$ cat src/rtl/cu_pkg.sv
package cu_pkg;

    typedef enum logic [1:0] {
        FN_ADD = 2'd0,
        FN_SUB = 2'd1,
        FN_AND = 2'd2,
        FN_XOR = 2'd3
    } fn_e;

    typedef enum logic [1:0] {
        PH_IDLE  = 2'd0,
        PH_READ  = 2'd1,
        PH_EXEC  = 2'd2,
        PH_WRITE = 2'd3
    } phase_e;

endpackage

$ cat src/rtl/cu_alu.sv
module cu_alu
    import cu_pkg::*;
#(
    parameter int DATA_W = 16
) (
    input  fn_e               fn_i,
    input  logic              inv_a_i,
    input  logic              zero_a_i,
    input  logic              imm_ok_i,
    input  logic [DATA_W-1:0] imm_i,
    input  logic [DATA_W-1:0] opa_i,
    input  logic [DATA_W-1:0] opb_i,
    output logic [DATA_W-1:0] res_o
);

    logic [DATA_W-1:0] a_eff;
    logic [DATA_W-1:0] b_eff;

    always_comb begin
        a_eff = zero_a_i ? '0 : opa_i;
        if (inv_a_i) begin
            a_eff = ~a_eff;
        end
        b_eff = imm_ok_i ? imm_i : opb_i;
        unique case (fn_i)
            FN_ADD:  res_o = a_eff + b_eff;
            FN_SUB:  res_o = a_eff - b_eff;
            FN_AND:  res_o = a_eff & b_eff;
            default: res_o = a_eff ^ b_eff;
        endcase
    end

endmodule

$ cat src/rtl/cu_rd_port.sv
module cu_rd_port #(
    parameter int DATA_W = 16
) (
    input  logic              clk,
    input  logic              rst_n,
    input  logic              start_i,
    input  logic              need_i,
    input  logic              go_i,
    input  logic [DATA_W-1:0] src_i,
    output logic              rel_o,
    output logic [DATA_W-1:0] opnd_o
);

    typedef struct packed {
        logic              rel;
        logic [DATA_W-1:0] opnd;
    } port_st_t;

    port_st_t st_d, st_q;

    always_comb begin
        st_d = st_q;
        if (start_i) begin
            st_d.rel  = need_i;
            st_d.opnd = '0;
        end else if (st_q.rel && go_i) begin
            st_d.rel  = 1'b0;
            st_d.opnd = src_i;
        end
    end

    always_ff @(posedge clk or negedge rst_n) begin
        if (!rst_n) begin
            st_q <= '0;
        end else begin
            st_q <= st_d;
        end
    end

    assign rel_o  = st_q.rel;
    assign opnd_o = st_q.opnd;

    AST_REL_HOLDS_UNTIL_GO: assert property (@(posedge clk) disable iff (!rst_n)
        (rel_o && !go_i) |=> rel_o);
    AST_REL_CLEARS_AFTER_GO: assert property (@(posedge clk) disable iff (!rst_n)
        (rel_o && go_i) |=> !rel_o);
    AST_SKIPPED_PORT_QUIET: assert property (@(posedge clk) disable iff (!rst_n)
        (start_i && !need_i) |=> !rel_o);
    AST_REL_RISES_ON_START: assert property (@(posedge clk) disable iff (!rst_n)
        $rose(rel_o) |-> $past(start_i));

endmodule

$ cat src/rtl/cu_ctrl.sv
module cu_ctrl
    import cu_pkg::*;
#(
    parameter int DATA_W      = 16,
    parameter int EXEC_CYCLES = 2
) (
    input  logic                clk,
    input  logic                rst_n,
    input  logic                issue_i,
    input  logic [1:0]          op_i,
    input  logic                inv_a_i,
    input  logic                zero_a_i,
    input  logic                imm_ok_i,
    input  logic [DATA_W-1:0]   imm_i,
    input  logic [1:0]          rd_mask_n_i,
    input  logic [2*DATA_W-1:0] src_i,
    input  logic [1:0]          rd_go_i,
    output logic                busy_o,
    output logic [1:0]          rd_rel_o,
    output logic                wr_rel_o,
    input  logic                wr_go_i,
    output logic [DATA_W-1:0]   data_o
);

    localparam int NSRC  = 2;
    localparam int CNT_W = $clog2(EXEC_CYCLES + 1);
    localparam logic [CNT_W-1:0] CNT_LAST = CNT_W'(EXEC_CYCLES - 1);

    typedef struct packed {
        phase_e            phase;
        fn_e               fn;
        logic              inv_a;
        logic              zero_a;
        logic              imm_ok;
        logic [DATA_W-1:0] imm;
        logic [CNT_W-1:0]  cnt;
        logic [DATA_W-1:0] result;
    } ctrl_st_t;

    ctrl_st_t st_d, st_q;

    logic              accept;
    logic [NSRC-1:0]   need;
    logic [NSRC-1:0]   rel;
    logic [DATA_W-1:0] opnd [NSRC];
    logic [DATA_W-1:0] alu_res;

    assign accept  = issue_i && (st_q.phase == PH_IDLE);
    assign need[0] = !rd_mask_n_i[0] && !zero_a_i;
    assign need[1] = !rd_mask_n_i[1] && !imm_ok_i;

    for (genvar p = 0; p < NSRC; p++) begin : g_port
        cu_rd_port #(.DATA_W(DATA_W)) u_port (
            .clk    (clk),
            .rst_n  (rst_n),
            .start_i(accept),
            .need_i (need[p]),
            .go_i   (rd_go_i[p]),
            .src_i  (src_i[p*DATA_W +: DATA_W]),
            .rel_o  (rel[p]),
            .opnd_o (opnd[p])
        );
    end

    cu_alu #(.DATA_W(DATA_W)) u_alu (
        .fn_i    (st_q.fn),
        .inv_a_i (st_q.inv_a),
        .zero_a_i(st_q.zero_a),
        .imm_ok_i(st_q.imm_ok),
        .imm_i   (st_q.imm),
        .opa_i   (opnd[0]),
        .opb_i   (opnd[1]),
        .res_o   (alu_res)
    );

    always_comb begin
        st_d = st_q;
        unique case (st_q.phase)
            PH_IDLE: begin
                if (accept) begin
                    st_d.phase  = PH_READ;
                    st_d.fn     = fn_e'(op_i);
                    st_d.inv_a  = inv_a_i;
                    st_d.zero_a = zero_a_i;
                    st_d.imm_ok = imm_ok_i;
                    st_d.imm    = imm_i;
                    st_d.cnt    = '0;
                end
            end
            PH_READ: begin
                if ((rel & ~rd_go_i) == '0) begin
                    st_d.phase = PH_EXEC;
                    st_d.cnt   = '0;
                end
            end
            PH_EXEC: begin
                if (st_q.cnt == CNT_LAST) begin
                    st_d.phase  = PH_WRITE;
                    st_d.result = alu_res;
                end else begin
                    st_d.cnt = st_q.cnt + 1'b1;
                end
            end
            default: begin
                if (wr_go_i) begin
                    st_d.phase = PH_IDLE;
                end
            end
        endcase
    end

    always_ff @(posedge clk or negedge rst_n) begin
        if (!rst_n) begin
            st_q <= '0;
        end else begin
            st_q <= st_d;
        end
    end

    assign busy_o   = (st_q.phase != PH_IDLE);
    assign rd_rel_o = rel;
    assign wr_rel_o = (st_q.phase == PH_WRITE);
    assign data_o   = (wr_rel_o && wr_go_i) ? st_q.result : '0;

    AST_BUSY_NEEDS_ISSUE: assert property (@(posedge clk) disable iff (!rst_n)
        $rose(busy_o) |-> $past(issue_i));
    AST_BUSY_UNTIL_WRITE: assert property (@(posedge clk) disable iff (!rst_n)
        (busy_o && !(wr_rel_o && wr_go_i)) |=> busy_o);
    AST_BUSY_DROPS_ON_WRITE: assert property (@(posedge clk) disable iff (!rst_n)
        (wr_rel_o && wr_go_i) |=> !busy_o);
    AST_WR_REL_HOLDS: assert property (@(posedge clk) disable iff (!rst_n)
        (wr_rel_o && !wr_go_i) |=> wr_rel_o);
    AST_NO_READ_OUTSIDE_BUSY: assert property (@(posedge clk) disable iff (!rst_n)
        !busy_o |-> (rd_rel_o == 2'b00));

endmodule

$ cat config.mk
export PLATFORM = sky130hd
export DESIGN_NAME = cu_ctrl
export DESIGN_NICKNAME = d
export VERILOG_FILES = /design/src/rtl/cu_pkg.sv /design/src/rtl/cu_alu.sv /design/src/rtl/cu_rd_port.sv /design/src/rtl/cu_ctrl.sv
export SDC_FILE = /design/constraint.sdc
export NUM_CORES = 1
export LEC_CHECK = 0
export BUFFER_PORTS_ARGS = -buffer_cell sky130_fd_sc_hd__buf_4
export CAP_MARGIN = 0
export CORE_MARGIN = 1.5
export CORE_UTILIZATION = 30
export DETAILED_ROUTE_END_ITERATION = 10
export MAX_ROUTING_LAYER = met4
export PLACE_DENSITY = 0.52
export SLEW_MARGIN = 40
export SYNTH_ARGS = -nofsm -noshare
export SYNTH_HDL_FRONTEND = slang
export SYNTH_SLANG_ARGS = --single-unit
export TNS_END_PERCENT = 5
$ cat constraint.sdc
create_clock -name clk -period 9 [get_ports clk]
set_clock_uncertainty 0.1 [all_clocks]
set_input_delay 0 -clock clk [delete_from_list [all_inputs] [get_ports clk]]
set_output_delay 0 -clock clk [all_outputs]
set_load 0.01 [all_outputs]
# After elaboration in Yosys (flattened, before gate mapping)
# Index checks and enable logic that the tools add are counted.
# word_totals
ff_bits	75
in_bits	61
out_inout_bits	20
wordCells	69
# classes
add_sub_neg	3
eq_ne	10
n_mux	17
bitwise_logic	5
n_reduce_logical	22
# ops
op	count
$mux W17	4
$mux W16	4
$pmux W16 S3	1
$mux W25	1
$add A16 B16 Y16	1
$and A16 B16 Y16	1
$not A16 Y16	1
$sub A16 B16 Y16	1
$xor A16 B16 Y16	1
$pmux W2 S3	2
$mux W2	5
$ne A2 B2 Y1 const B	4
$reduce_and A4 Y1	2
$eq A2 B1 Y1 const B	3
$eq A2 B2 Y1 const B	3
$logic_and A1 B1 Y1	6
$logic_not A2 Y1	3
$reduce_bool A2 Y1	3
$logic_not A1 Y1	4
$reduce_and A2 Y1	2
$reduce_bool A4 Y1	1
$reduce_bool A3 Y1	1
$add A2 B1 Y2 const B	1
$and A2 B2 Y2	1
$not A2 Y2	1

# Longest topological paths before layout
# logic_depth
word_depth	5
mapped_depth	19
mapped_depth_nobuf	16

# Cells and area by module
# Synthesis repeated with hierarchy kept, for this count alone.
# unflattened
hier_cells	566
hier_area_um2	5714.2
# by_module_without_submodules
mod	instances	cells_each	area_each_um2	seq_area_each_um2
cu_alu	1	282	2134.5	0.0
cu_ctrl	1	130	1798.0	1026.0
cu_rd_port	2	77	890.9	425.4

# Worst setup path after synthesis
# Ideal clock, no wire load.
# synth_timing
kind	register to register
start	reg st_q[34] (netlist name)
end	reg st_q[15] (netlist name)
setup_time_ns	0.126
arrival_ns	3.890
t_required_ns	8.774
setup_slack_ns	4.884
path_stages_with_launch	20
path_buffers	3
synth_period_minus_slack_ns	4.116
cell_sequence	dfrtp_1 buf_6 buf_2 buf_1 mux2i_1 ha_1 o21ai_1 or3_4 o31ai_4 o21ai_2 nand2_1 xnor2_1 ha_1 nand4_1 o22ai_1 a211o_1 a21oi_1 o21ai_0 xnor2_1 a221o_1
# synth_via
elab_chain_cells	3
word_cells_on_any_way	6
cone_classes	add/sub (2); mux (2); bitwise (2)
# synth_rtl
item	line	source
start: declaration	cu_ctrl.sv:40	ctrl_st_t st_d, st_q;
start signal: assignment	cu_ctrl.sv:116	st_q <= st_d;
$mux W16 (*)	cu_alu.sv:24	b_eff = imm_ok_i ? imm_i : opb_i;
$sub A16 B16 Y16, or another cell as far along	cu_alu.sv:27	FN_SUB: res_o = a_eff - b_eff;
$pmux W16 S3 (*)	cu_alu.sv:25	unique case (fn_i)
# Mark *: on every way between the ends. The rest lies on a longest branch, timed or not.
# A chain may end at the register's enable or synchronous reset.

# Final worst setup path
# Same ends and word-level chain as after synthesis.

==> Implementation_results.wiki <==
{| class="wikitable"
! Metric !! Value
|-
| Number of buffers on the longest clock path || 2
|-
| Logic depth of the worst register-to-register path || 16
|-
| Number of buffers added on ports || 80
|-
| Die area || 17900 um^2
|-
| Timing endpoint of the critical path || st_q[15]$_DFFE_PN0P_
|-
| Areal power density over the cells || 455 nW/um^2
|-
| Met2 usage in global routing || 0.233
|-
| Total detailed-routing wirelength || 13300 um
|-
| Clock tree from TritonCTS || done
|-
| Capturing element type of the critical path || flip-flop
|-
| Synthesized netlist cell count || 515
|-
| Cells after DPL || 788
|-
| Iteration-0 DRC Markers || 181
|-
| Post-Place Cell Area || 5900 um^2
|-
| Remaining max-slew budget at the tightest pin || 0.459
|-
| Non-filler cells in the finished layout || 862
|-
| Critical-path maximum fanout || 33
|-
| Total area of sequential cells || 1880 um^2
|-
| Crit Path Class || reg -> reg
|-
| Clock latency reported for the late side of the worst-skew pair || 340 ps
|-
| H-tree level count || 3
|-
| Lkg Pwr || 0.00324 uW
|-
| Setup repair after global routing missed its margin || no
|-
| Global Route met1 Usage || 0.218
|-
| Net count reported at finish || 741
|-
| F_max || 236 MHz
|-
| Aggregate global-route resource usage || 0.159
|-
| Pin count of the biggest net entering global routing || 76
|-
| Total DRC errors in the routed layout || 0
|-
| Transition time at the pin with the least slew margin || 812 ps
|-
| Critical path startpoint || st_q[34]$_DFFE_PN0P_
|-
| Count of unique library cells instantiated by Yosys || 55
|-
| Half-perimeter wire length after placement || 10200 um
|-
| Hold Path Class || in -> reg
|-
| Post-Route Hold Slack || 126 ps
|-
| Sequential share of the synthesized area || 0.366
|-
| Endpoints failing hold || 0
|-
| Terminus of the critical flop-to-flop path || st_q[15]$_DFFE_PN0P_
|-
| Setup TNS Final || 0 ps
|-
| Average wire length per cell after detail routing || 15.5 um
|-
| Number of fillers in the final layout || 1639
|-
| Type of origin of the critical path || flip-flop
|-
| Post-layout power || 3110 uW
|-
| Synth-to-Final Area Change || 33.2%
|-
| Iteration count of the initial detailed-routing pass || 4
|-
| TritonCTS Sinks || 75
|-
| Buffer type at the clock tree root || sky130_fd_sc_hd__clkbuf_16
|-
| Global routing's busiest layer || met2
|-
| Inserted Diodes || 0
|-
| Post-synth design cell area || 5130 um^2
|-
| Cells taking the most area after synthesis || sky130_fd_sc_hd__dfrtp_1 37%, sky130_fd_sc_hd__ha_1 10%, sky130_fd_sc_hd__mux2_2 7.2%, sky130_fd_sc_hd__a22o_1 5.5%, sky130_fd_sc_hd__xnor2_1 4.8%
|-
| Net count after synthesis || 619
|-
| Final min period || 4240 ps
|-
| Required time at the endpoint of the critical path || 9120 ps
|-
| Placer Congestion || 0.824
|-
| Library cell with the largest summed area after synthesis || sky130_fd_sc_hd__dfrtp_1
|-
| Remaining number of nets flagged by the antenna check after routing || 0
|-
| Number of flops mapped to enable cells by yosys || 0
|-
| Leading register cell type out of synthesis || sky130_fd_sc_hd__dfrtp_1
|-
| Final number of setup-violating endpoints || 0
|-
| Total area of multi-input combinational cells || 3070 um^2
|-
| Overflow left after global routing || 0
|-
| Post-synthesis average cell area || 9.97 um^2
|-
| Leading post-synthesis cells by instance count || 75 x sky130_fd_sc_hd__dfrtp_1, 46 x sky130_fd_sc_hd__nand2_1, 42 x sky130_fd_sc_hd__ha_1
|-
| Fraction of final layout cells sized beyond drive strength 1 || 0.223
|-
| Final slew viol count || 0
|-
| Post-synthesis async set-or-reset flop share || 1.00
|-
| Startpoint of the most critical register-to-register path || st_q[34]$_DFFE_PN0P_
|-
| Yosys synthesis warning count || 0
|-
| Routed vias/inst || 4.78
|-
| Max-cap violations || 0
|-
| Via count of the first global-routing pass || 4110
|-
| Number of antenna violations at the first check in global routing || 0
|-
| Overall die height || 134 um
|-
| Global routing met3 resource utilization || 0.0291
|-
| Worst path arrival time || 4360 ps
|-
| Top-area cell type share of the netlist area || 0.366
|-
| Setup slack on the worst flop-to-flop path || 4760 ps
|-
| Most repeated cell in the gate-level netlist after synthesis || sky130_fd_sc_hd__dfrtp_1
|-
| Overall via count from detail_route || 4119
|-
| Number of buffers created by CTS || 9
|-
| Run status || finished clean
|-
| Global-route wire length before repair || 21600 um
|-
| Width of the chip || 134 um
|-
| Core Area || 16600 um^2
|-
| Max VDD drop || 171 uV
|-
| Starting utilization of the core area || 0.308
|-
| Register bit count reported by yosys || 75
|-
| Final period utilization || 0.471
|-
| Clock-pin slew of the registers on the worst-case setup and hold paths || 60 ps
|-
| Count of boundary I/O pins || 81
|-
| Area of all placed cells without fillers || 6840 um^2
|-
| Total number of placement rows || 47
|}
[cells in the final DEF (no fill, tap or decap), types with 2 or more instances in the layout]
cell and n:
sky130_fd_sc_hd__nand2b_1 19, sky130_fd_sc_hd__nor2_1 17, sky130_fd_sc_hd__nor3_1 11, sky130_fd_sc_hd__and2_1 2, sky130_fd_sc_hd__a21oi_2 2, sky130_fd_sc_hd__a31oi_1 2
sky130_fd_sc_hd__a22o_1 32, sky130_fd_sc_hd__bufinv_16 4, sky130_fd_sc_hd__clkbuf_1 2, sky130_fd_sc_hd__a21o_1 6, sky130_fd_sc_hd__dlygate4sd3_1 58, sky130_fd_sc_hd__o211ai_1 4
sky130_fd_sc_hd__dfrtp_2 3, sky130_fd_sc_hd__a221o_1 2, sky130_fd_sc_hd__nand2_1 46, sky130_fd_sc_hd__o31ai_1 4, sky130_fd_sc_hd__a21oi_1 22, sky130_fd_sc_hd__and3_1 19
sky130_fd_sc_hd__o21ai_0 31, sky130_fd_sc_hd__o31ai_2 2, sky130_fd_sc_hd__o21ai_1 3, sky130_fd_sc_hd__nor3b_1 3, sky130_fd_sc_hd__clkbuf_16 9, sky130_fd_sc_hd__xor2_1 11
sky130_fd_sc_hd__xnor2_1 28, sky130_fd_sc_hd__ha_1 42, sky130_fd_sc_hd__inv_1 15, sky130_fd_sc_hd__or3_1 2, sky130_fd_sc_hd__dfrtp_1 72, sky130_fd_sc_hd__a211o_1 3
sky130_fd_sc_hd__mux2_4 2, sky130_fd_sc_hd__buf_4 81, sky130_fd_sc_hd__nor2b_1 5, sky130_fd_sc_hd__mux2i_1 20, sky130_fd_sc_hd__nor4_1 3, sky130_fd_sc_hd__mux2_2 33
[through the flow]
stage	util	setup WS, ps
global route	0.411	4460
finish	0.411	4760
detailed placement	0.355	4740
global placement	0.354	4510
CTS	0.411	4740
floorplan	-	4880
[worst min-delay path by stage]
stage / slack, ps / from / depth (start not counted) / end
2_1_floorplan: -400 / rst_n / 0 / g_port[0].u_port.opnd_o[0]$_DFFE_PN0P_
3_3_place_gp: 90 / rd_mask_n_i[1] / 2 / g_port[1].u_port.rel_o$_DFFE_PN0P_
3_5_place_dp: -30 / rst_n / 1 / g_port[0].u_port.opnd_o[3]$_DFFE_PN0P_
4_1_cts: 120 / rd_go_i[1] / 3 / g_port[1].u_port.opnd_o[7]$_DFFE_PN0P_
5_1_grt: 130 / rd_go_i[1] / 3 / g_port[1].u_port.opnd_o[13]$_DFFE_PN0P_
6_report: 130 / rd_go_i[1] / 3 / g_port[1].u_port.opnd_o[4]$_DFFE_PN0P_
[critical path, stage by stage (launching register included)]
cell	delay, ps
sky130_fd_sc_hd__dfrtp_2	750
sky130_fd_sc_hd__mux2i_1	360
sky130_fd_sc_hd__ha_1	220
sky130_fd_sc_hd__o21ai_1	90
sky130_fd_sc_hd__or3_4	350
sky130_fd_sc_hd__o31ai_4	260
sky130_fd_sc_hd__o21ai_2	120
sky130_fd_sc_hd__nand2_1	100
sky130_fd_sc_hd__xnor2_1	130
sky130_fd_sc_hd__ha_1	310
sky130_fd_sc_hd__nand4_1	140
sky130_fd_sc_hd__o22ai_1	90
sky130_fd_sc_hd__a211o_1	230
sky130_fd_sc_hd__a21oi_1	260
sky130_fd_sc_hd__o21ai_0	160
sky130_fd_sc_hd__xnor2_1	140
sky130_fd_sc_hd__a221o_1	310
[layout make-up]
| cell class | instances | share of cell area |
|---|---|---|
| Multi-Input combinational cell | 396 | 0.449 |
| Sequential cell | 75 | 0.275 |
| Timing Repair Buffer | 140 | 0.175 |
| Tap cell | 220 | 0.0402 |
| Clock buffer | 11 | 0.0340 |
| Clock inverter | 5 | 0.0183 |
| Inverter | 15 | 0.00823 |
[per-layer routing]
metal  vias up  part of all wire
li1       2104                 -
met1      1904              0.51
met2        95              0.43
met3        16             0.042
met4         0             0.022
met5         -                 0
[report_power, final]
| part | total [uW] | internal (uW) | leakage, uW | switching (uW) |
|---|---|---|---|---|
| Sequential | 647 | 468 | 0.000962 | 179 |
| Combinational | 2030 | 945 | 0.00210 | 1080 |
| Clock | 437 | 298 | 0.000174 | 138 |
[kinds of logic (layout without fill, tap and decap cells)]
kind of cell,count (synthesis),after routing,synth area share
flip-flops,75,75,0.366
adder cells (fa/ha/maj),43,43,0.106
AND/OR/NAND/NOR,133,133,0.132
multiplexers,56,56,0.119
buffers and inverters,44,171,0.0378
XOR/XNOR,40,40,0.0712
AO/OA/AOI/OAI,124,124,0.167
[flip-flops by register name, summed over array words and instances (netlist names)]
register / flops
st_q: 41
g_port.u_port.rel_o: 2
g_port.u_port.opnd_o: 32
[timing repair]
item,CTS,global route
gates resized for setup,0,0
endpoints found under the setup margin,0,0
hold buffers,58,0
hold endpoints to repair,130,0
buffers inserted,0,0
Note: power is estimated with default switching activity, not from simulation.
